## config.mk

```make
export PLATFORM = sky130hd
export DESIGN_NAME = rr_tlb
export DESIGN_NICKNAME = d
export VERILOG_FILES = /design/src/rtl/tlb_pkg.sv /design/src/rtl/tlb_entry.sv /design/src/rtl/tlb_victim_ptr.sv /design/src/rtl/tlb_hit_pick.sv /design/src/rtl/rr_tlb.sv
export SDC_FILE = /design/constraint.sdc
export NUM_CORES = 2
export LEC_CHECK = 0
export BUFFER_PORTS_ARGS = -buffer_cell sky130_fd_sc_hd__buf_2
export CAP_MARGIN = 5
export CORE_MARGIN = 2
export CORE_UTILIZATION = 35
export CTS_BUF_LIST = sky130_fd_sc_hd__clkbuf_8 sky130_fd_sc_hd__clkbuf_16
export CTS_CLUSTER_SIZE = 25
export DETAILED_ROUTE_END_ITERATION = 7
export SLEW_MARGIN = 20
export SYNTH_ARGS = -nofsm -noshare
export SYNTH_HDL_FRONTEND = slang
export SYNTH_HIERARCHICAL = 1
export SYNTH_SLANG_ARGS = --single-unit
```

## constraint.sdc

```tcl
create_clock -name clk -period 11.38 [get_ports clk]
set_clock_uncertainty 0.1 [all_clocks]
set_input_delay 2.276 -clock clk [delete_from_list [all_inputs] [get_ports clk]]
set_output_delay 2.276 -clock clk [all_outputs]
set_load 0.02 [all_outputs]
```

## src/rtl/tlb_pkg.sv

```systemverilog
package tlb_pkg;

  localparam int VPN_W = 20;

  typedef enum logic [1:0] {
    MAP_SMALL   = 2'd0,
    MAP_LARGE   = 2'd1,
    MAP_SECTION = 2'd2,
    MAP_NONE    = 2'd3
  } map_size_e;

  // True when a mapping of the given size and tag covers the page number.
  function automatic logic map_covers(logic [VPN_W-1:0] tag, map_size_e sz,
                                      logic [VPN_W-1:0] vpn);
    case (sz)
      MAP_SMALL:   return tag == vpn;
      MAP_LARGE:   return tag[19:4] == vpn[19:4];
      MAP_SECTION: return tag[19:8] == vpn[19:8];
      default:     return 1'b0;
    endcase
  endfunction

  // Splice the physical base with the untranslated offset for the size.
  function automatic logic [31:0] map_join(logic [VPN_W-1:0] base, map_size_e sz,
                                           logic [31:0] va);
    case (sz)
      MAP_SMALL:   return {base, va[11:0]};
      MAP_LARGE:   return {base[19:4], va[15:0]};
      MAP_SECTION: return {base[19:8], va[19:0]};
      default:     return '0;
    endcase
  endfunction

endpackage

```

## src/rtl/tlb_entry.sv

```systemverilog
module tlb_entry
  import tlb_pkg::*;
#(
  parameter int ATTR_W = 4
) (
  input  logic              clk,
  input  logic              rst_n,
  input  logic              wr_en,
  input  logic              kill,
  input  logic [VPN_W-1:0]  wr_tag,
  input  logic [1:0]        wr_size,
  input  logic [VPN_W-1:0]  wr_base,
  input  logic [ATTR_W-1:0] wr_attr,
  input  logic [VPN_W-1:0]  lk_vpn,
  input  logic [VPN_W-1:0]  fl_vpn,
  output logic              lk_hit,
  output logic              fl_hit,
  output logic              valid_o,
  output logic [VPN_W-1:0]  base_o,
  output logic [1:0]        size_o,
  output logic [ATTR_W-1:0] attr_o
);

  logic              valid_q, valid_n;
  logic [VPN_W-1:0]  tag_q, base_q;
  map_size_e         size_q;
  logic [ATTR_W-1:0] attr_q;
  logic              load;

  assign load = wr_en && !kill;

  always_comb begin
    valid_n = valid_q;
    if (kill)       valid_n = 1'b0;
    else if (wr_en) valid_n = 1'b1;
  end

  always_ff @(posedge clk or negedge rst_n) begin
    if (!rst_n) valid_q <= 1'b0;
    else        valid_q <= valid_n;
  end

  always_ff @(posedge clk) begin
    if (load) begin
      tag_q  <= wr_tag;
      size_q <= map_size_e'(wr_size);
      base_q <= wr_base;
      attr_q <= wr_attr;
    end
  end

  assign lk_hit  = valid_q && map_covers(tag_q, size_q, lk_vpn);
  assign fl_hit  = valid_q && map_covers(tag_q, size_q, fl_vpn);
  assign valid_o = valid_q;
  assign base_o  = base_q;
  assign size_o  = size_q;
  assign attr_o  = attr_q;

  p_kill_clears_r8: assert property (@(posedge clk) disable iff (!rst_n)
    kill |=> !valid_q);
  p_load_holds_r7: assert property (@(posedge clk) disable iff (!rst_n)
    load |=> valid_q && tag_q == $past(wr_tag) && base_q == $past(wr_base));

endmodule

```

## src/rtl/tlb_victim_ptr.sv

```systemverilog
module tlb_victim_ptr #(
  parameter int ENTRIES = 32,
  localparam int IDX_W  = $clog2(ENTRIES)
) (
  input  logic             clk,
  input  logic             rst_n,
  input  logic             adv,
  output logic [IDX_W-1:0] ptr_o
);

  localparam logic [IDX_W-1:0] LAST = IDX_W'(ENTRIES - 1);

  logic [IDX_W-1:0] ptr_q, ptr_n;

  always_comb begin
    ptr_n = ptr_q;
    if (adv) ptr_n = (ptr_q == LAST) ? '0 : ptr_q + 1'b1;
  end

  always_ff @(posedge clk or negedge rst_n) begin
    if (!rst_n) ptr_q <= '0;
    else        ptr_q <= ptr_n;
  end

  assign ptr_o = ptr_q;

  p_ptr_hold_r7: assert property (@(posedge clk) disable iff (!rst_n)
    !adv |=> $stable(ptr_q));
  p_ptr_wrap_r7: assert property (@(posedge clk) disable iff (!rst_n)
    (adv && ptr_q == LAST) |=> ptr_q == '0);
  p_ptr_range_r7: assert property (@(posedge clk) disable iff (!rst_n)
    ptr_q <= LAST);

endmodule

```

## src/rtl/tlb_hit_pick.sv

```systemverilog
module tlb_hit_pick
  import tlb_pkg::*;
#(
  parameter int ENTRIES = 32,
  parameter int ATTR_W  = 4,
  localparam int IDX_W  = $clog2(ENTRIES)
) (
  input  logic [ENTRIES-1:0]             match_i,
  input  logic [ENTRIES-1:0][VPN_W-1:0]  base_i,
  input  logic [ENTRIES-1:0][1:0]        size_i,
  input  logic [ENTRIES-1:0][ATTR_W-1:0] attr_i,
  input  logic [31:0]                    va_i,
  output logic                           hit_o,
  output logic [31:0]                    pa_o,
  output logic [ATTR_W-1:0]              attr_o
);

  logic [IDX_W-1:0] sel;

  // Scan downward so the lowest matching slot is the last one recorded.
  always_comb begin
    sel = '0;
    for (int i = ENTRIES - 1; i >= 0; i--) begin
      if (match_i[i]) sel = IDX_W'(i);
    end
  end

  assign hit_o  = |match_i;
  assign pa_o   = hit_o ? map_join(base_i[sel], map_size_e'(size_i[sel]), va_i) : '0;
  assign attr_o = hit_o ? attr_i[sel] : '0;

endmodule

```

## src/rtl/rr_tlb.sv

```systemverilog
module rr_tlb
  import tlb_pkg::*;
#(
  parameter int ENTRIES = 32,
  parameter int ATTR_W  = 4,
  parameter bit IS_DATA = 1'b1
) (
  input  logic              clk,
  input  logic              rst_n,
  input  logic              lk_valid,
  input  logic [31:0]       lk_va,
  input  logic              fill_valid,
  input  logic [19:0]       fill_vpn,
  input  logic [19:0]       fill_base,
  input  logic [1:0]        fill_size,
  input  logic [ATTR_W-1:0] fill_attr,
  input  logic              flush_all,
  input  logic              flush_one,
  input  logic [19:0]       flush_vpn,
  output logic              rsp_valid,
  output logic              rsp_hit,
  output logic [31:0]       rsp_pa,
  output logic [ATTR_W-1:0] rsp_attr
);

  localparam int IDX_W = $clog2(ENTRIES);

  logic                             one_en, fill_en;
  logic [IDX_W-1:0]                 victim;
  logic [ENTRIES-1:0]               lk_match, fl_match, valid_vec, kill_vec, wr_vec;
  logic [ENTRIES-1:0][VPN_W-1:0]    base_vec;
  logic [ENTRIES-1:0][1:0]          size_vec;
  logic [ENTRIES-1:0][ATTR_W-1:0]   attr_vec;
  logic                             hit_c;
  logic [31:0]                      pa_c;
  logic [ATTR_W-1:0]                attr_c;

  generate
    if (IS_DATA) begin : g_dside
      assign one_en = flush_one && !flush_all;
      p_single_clears_r9: assert property (@(posedge clk) disable iff (!rst_n)
        one_en |=> (valid_vec & $past(fl_match)) == '0);
    end else begin : g_iside
      assign one_en = 1'b0;
      p_single_ignored_r10: assert property (@(posedge clk) disable iff (!rst_n)
        (flush_one && !flush_all && !fill_valid) |=> valid_vec == $past(valid_vec));
    end
  endgenerate

  assign fill_en = fill_valid && !flush_all && !one_en;

  tlb_victim_ptr #(.ENTRIES(ENTRIES)) u_ptr (
    .clk   (clk),
    .rst_n (rst_n),
    .adv   (fill_en),
    .ptr_o (victim)
  );

  for (genvar i = 0; i < ENTRIES; i++) begin : g_slot
    assign kill_vec[i] = flush_all || (one_en && fl_match[i]);
    assign wr_vec[i]   = fill_en && (victim == IDX_W'(i));

    tlb_entry #(.ATTR_W(ATTR_W)) u_entry (
      .clk     (clk),
      .rst_n   (rst_n),
      .wr_en   (wr_vec[i]),
      .kill    (kill_vec[i]),
      .wr_tag  (fill_vpn),
      .wr_size (fill_size),
      .wr_base (fill_base),
      .wr_attr (fill_attr),
      .lk_vpn  (lk_va[31:12]),
      .fl_vpn  (flush_vpn),
      .lk_hit  (lk_match[i]),
      .fl_hit  (fl_match[i]),
      .valid_o (valid_vec[i]),
      .base_o  (base_vec[i]),
      .size_o  (size_vec[i]),
      .attr_o  (attr_vec[i])
    );
  end

  tlb_hit_pick #(.ENTRIES(ENTRIES), .ATTR_W(ATTR_W)) u_pick (
    .match_i (lk_match),
    .base_i  (base_vec),
    .size_i  (size_vec),
    .attr_i  (attr_vec),
    .va_i    (lk_va),
    .hit_o   (hit_c),
    .pa_o    (pa_c),
    .attr_o  (attr_c)
  );

  logic              valid_n, hit_n;
  logic [31:0]       pa_n;
  logic [ATTR_W-1:0] attr_n;

  always_comb begin
    valid_n = lk_valid;
    hit_n   = lk_valid && hit_c;
    pa_n    = hit_n ? pa_c : '0;
    attr_n  = hit_n ? attr_c : '0;
  end

  always_ff @(posedge clk or negedge rst_n) begin
    if (!rst_n) begin
      rsp_valid <= 1'b0;
      rsp_hit   <= 1'b0;
      rsp_pa    <= '0;
      rsp_attr  <= '0;
    end else begin
      rsp_valid <= valid_n;
      rsp_hit   <= hit_n;
      rsp_pa    <= pa_n;
      rsp_attr  <= attr_n;
    end
  end

  p_rsp_follows_r1: assert property (@(posedge clk) disable iff (!rst_n)
    lk_valid |=> rsp_valid);
  p_rsp_quiet_r1: assert property (@(posedge clk) disable iff (!rst_n)
    !lk_valid |=> !rsp_valid && !rsp_hit);
  p_miss_zero_r6: assert property (@(posedge clk) disable iff (!rst_n)
    !rsp_hit |-> rsp_pa == '0 && rsp_attr == '0);
  p_flush_all_r8: assert property (@(posedge clk) disable iff (!rst_n)
    flush_all |=> valid_vec == '0);
  p_priority_r11: assert property (@(posedge clk) disable iff (!rst_n)
    flush_all |-> $onehot0(wr_vec) && wr_vec == '0);

endmodule

```

==> results_dict.tcl <==
set metrics [dict create \
    outcome "complete, no violations" \
    syn2layout_area_growth_pct 13.6 \
    post_cts_buffers 0 \
    numPortBuffers 141 \
    grt_antenna_before_repair 19 \
    drtIter0Drc 5228 \
    period_share 0.782 \
    layoutNonFillerInstCount 8405 \
    rsz0062_at_grt "no" \
    crit_type "in -> reg" \
    drv_slew 0 \
    end_kind "flip-flop" \
    core_um2 204000 \
    power_uw 12000 \
    synth_area_leaders "edfxtp_1 62%, xor2_1 13%, xnor2_1 3.1%" \
    grt_remaining_overflow 0 \
    p_leak_uw 0.0275 \
    min_path_type "reg -> reg" \
    syn-cell-area_um2 71700 \
    crit_required_ns 11.98 \
    cts-htree-levels 4 \
    nFillCells 18900 \
    synth_seq_cells 1547 \
    yosysTopAreaCellShare 0.617 \
    timing.rr.start "g_slot[24].u_entry/tag_q[7]$_DFFE_PP_" \
    ys_top_cells_by_count "1472 x edfxtp_1, 1024 x xor2_1, 558 x nand2_1" \
    crit_path_end "rsp_pa[21]$_DFF_PN0_" \
    setup_viol 0 \
    drive_above_1_share 0.112 \
    hold_buffers 0 \
    clock_sinks 1547 \
    synth.largest_area_cell "edfxtp_1" \
    wl_per_cell_um 28.4 \
    sequentialPowerShare 0.523 \
    detail-route-antenna-nets 0 \
    synthDistinctLibCells 82 \
    fmax_mhz 112 \
    dpl.hpwl_mm 137 \
    p_per_area_nw_per_um2 148 \
    nets 5684 \
    syn_inst 5317 \
    cts_tree "yes" \
    routed_wl_mm 239 \
    worstSetupStartpointType "input pin" \
    synthesis.nets 5423 \
    clkPwrFrac 0.422 \
    worstSkewPairLatency_ns 0.82 \
    synth_most_common_cell "edfxtp_1" \
    grt.total_usage 0.223 \
    hold_violations 0 \
    num_vias 46800 \
    ios 142 \
    cp-startpoint "lk_va[17]" \
    fp.dieArea_um2 208000 \
    whs_ns 0.391 \
    yosysWarningCount 6 \
    cts-root-buf "clkbuf_16" \
    grt_max_degree 164 \
    clk_pin_slew_ns 0.06 \
    drc 0 \
    reg2reg_slack_ns 4.32 \
    synthArstFlopShare 0.0485 \
    cts_buffers 161 \
    swShare 0.229 \
    vias_per_cell 5.57 \
    numPlacedInstances 8102 \
    syn_area_per_cell_um2 13.5 \
    grt_pass1_wl_mm 336 \
    dr.pass1.iters 5 \
    synth_edf_count 1472 \
    fin_tns_setup_ns 0 \
    std_cell_rows 166 \
    final_cell_area_um2 81400 \
    multiInputGateArea_um2 25100 \
    timing.slew.headroom 0.175 \
    cts_buffer_depth 3 \
    critPathMaxFanout 49 \
    gp_congestion 0.946 \
    placed_area_um2 76400 \
    grt_pass1_vias 45800 \
    max_slew.worst_pin.slew_ns 1.23 \
    fin_crit_ns 8.90 \
    ctsResizeCount 0 \
    maxCapViolCount 0 \
    crit_arrival_ns 9.50 \
    power_switching_uw 2760 \
    ir_drop_uv 159 \
    synthFlopType "edfxtp_1" \
    p_int_uw 9280 \
    dieHeight_um 456 \
    ff2ff_path_depth 15 \
    combinationalPowerShare 0.055 \
    regToRegEndpoint "rsp_pa[21]$_DFF_PN0_" \
    ys_seq_area_frac 0.643 \
    initial_core_util 0.351 \
    regArea_um2 46100 \
    die_width_um 456 \
]
## registers in the layout (all words and copies together) (netlist names)
register	cells
u_ptr/ptr_o	5
g_slot.u_entry/attr_o	128
g_slot.u_entry/base_o	640
rsp_pa	32
g_slot.u_entry/size_o	64
rsp_hit	1
g_slot.u_entry/tag_q	640
g_slot.u_entry/valid_o	32
rsp_valid	1
rsp_attr	4
## cells in the final DEF (no fill, tap or decap), types with 37 or more instances in the layout
master     synthesis  layout
buf_4              4     122
o21ai_0           38      38
o21ai_1           66      66
nor4_1           205     204
edfxtp_1        1472    1472
dfrtp_1           75      75
nand2b_1          40      40
a21o_1            38      37
clkbuf_16          0     165
nand3_1          444     444
nor2_1           156     155
a211oi_1          47      46
a21oi_1           48      48
nor3_1            45      44
nand2_1          558     557
mux2i_1          148     148
xor2_1          1024    1024
nand4_1           70      70
xnor2_1          256     256
inv_1              7      57
buf_2             45     140
and3_1            82      82
## area by class of cell
class,instances,share of cell area
well taps,2688,0.0413
diodes,6,0.000184
clock buffers,172,0.0519
inverters,7,0.000323
clock inverters,124,0.00976
repair buffers,270,0.0218
flip-flops and latches,1547,0.566
multi-input cells,3591,0.309
## metal layers
| metal | vias up | track usage | routed length, µm |
|---|---|---|---|
| met5 | - | 0 | 55 |
| met4 | 8 | 0.0942 | 10900 |
| met3 | 474 | 0.0439 | 20200 |
| met2 | 2287 | 0.347 | 108000 |
| met1 | 23900 | 0.304 | 99700 |
| li1 | 20100 | - | - |
## worst min path at each step
| stage | from | to | slack, ns | depth (start not counted) |
|---|---|---|---|---|
| detailed placement | g_slot[19].u_entry/valid_o$_DFFE_PN0P_ | g_slot[19].u_entry/valid_o$_DFFE_PN0P_ | 0.38 | 2 |
| CTS | g_slot[19].u_entry/valid_o$_DFFE_PN0P_ | g_slot[19].u_entry/valid_o$_DFFE_PN0P_ | 0.39 | 2 |
| floorplan | g_slot[0].u_entry/valid_o$_DFFE_PN0P_ | g_slot[0].u_entry/valid_o$_DFFE_PN0P_ | 0.36 | 2 |
| finish | g_slot[21].u_entry/valid_o$_DFFE_PN0P_ | g_slot[21].u_entry/valid_o$_DFFE_PN0P_ | 0.39 | 2 |
| global route | g_slot[15].u_entry/valid_o$_DFFE_PN0P_ | g_slot[15].u_entry/valid_o$_DFFE_PN0P_ | 0.41 | 2 |
| global placement | g_slot[18].u_entry/valid_o$_DFFE_PN0P_ | g_slot[18].u_entry/valid_o$_DFFE_PN0P_ | 0.37 | 2 |
## per-stage QoR
step	util	worst slack (ns)
3_3_place_gp	0.374	2.05
5_1_grt	0.399	2.35
3_5_place_dp	0.374	1.89
4_1_cts	0.399	2.74
6_report	0.399	2.48
2_1_floorplan	-	5.18
## critical path: stages
cell      delay [ns]
buf_2           0.52
buf_4           0.34
buf_4           0.19
xor2_1          0.09
nor4_1          0.55
o21ai_1         0.22
a211oi_1        0.58
nor4_1          0.18
o2111a_1        0.33
o21a_2          0.27
nor2_8          0.87
buf_4           0.74
nand2_2         0.24
o22ai_1         0.20
nor3_1          0.09
or3_1           0.52
a21oi_4         0.65
buf_12          0.25
nor4bb_1        0.07
and3_1          0.17
## kinds of logic (layout without fill, tap and decap cells)
group / count (synthesis) / count (layout) / share of synthesized area
AO/OA/AOI/OAI: 398 / 398 / 0.0411
XOR/XNOR: 1280 / 1280 / 0.156
adder cells (fa/ha/maj): 2 / 2 / 0.000349
buffers and inverters: 179 / 573 / 0.0108
flip-flops: 1547 / 1547 / 0.643
multiplexers: 165 / 165 / 0.0240
other: 0 / 6 / 0
AND/OR/NAND/NOR: 1746 / 1746 / 0.124
## power by group through the flow
stage | logic (µW) | registers (µW) | clock network (µW)
floorplan | 252 | 6410 | 0
global placement | 631 | 6420 | 0
detailed placement | 643 | 6420 | 0
CTS | 645 | 6300 | 5150
global route | 689 | 6300 | 5370
finish | 657 | 6300 | 5080
Note: power is estimated with default switching activity, not from simulation.
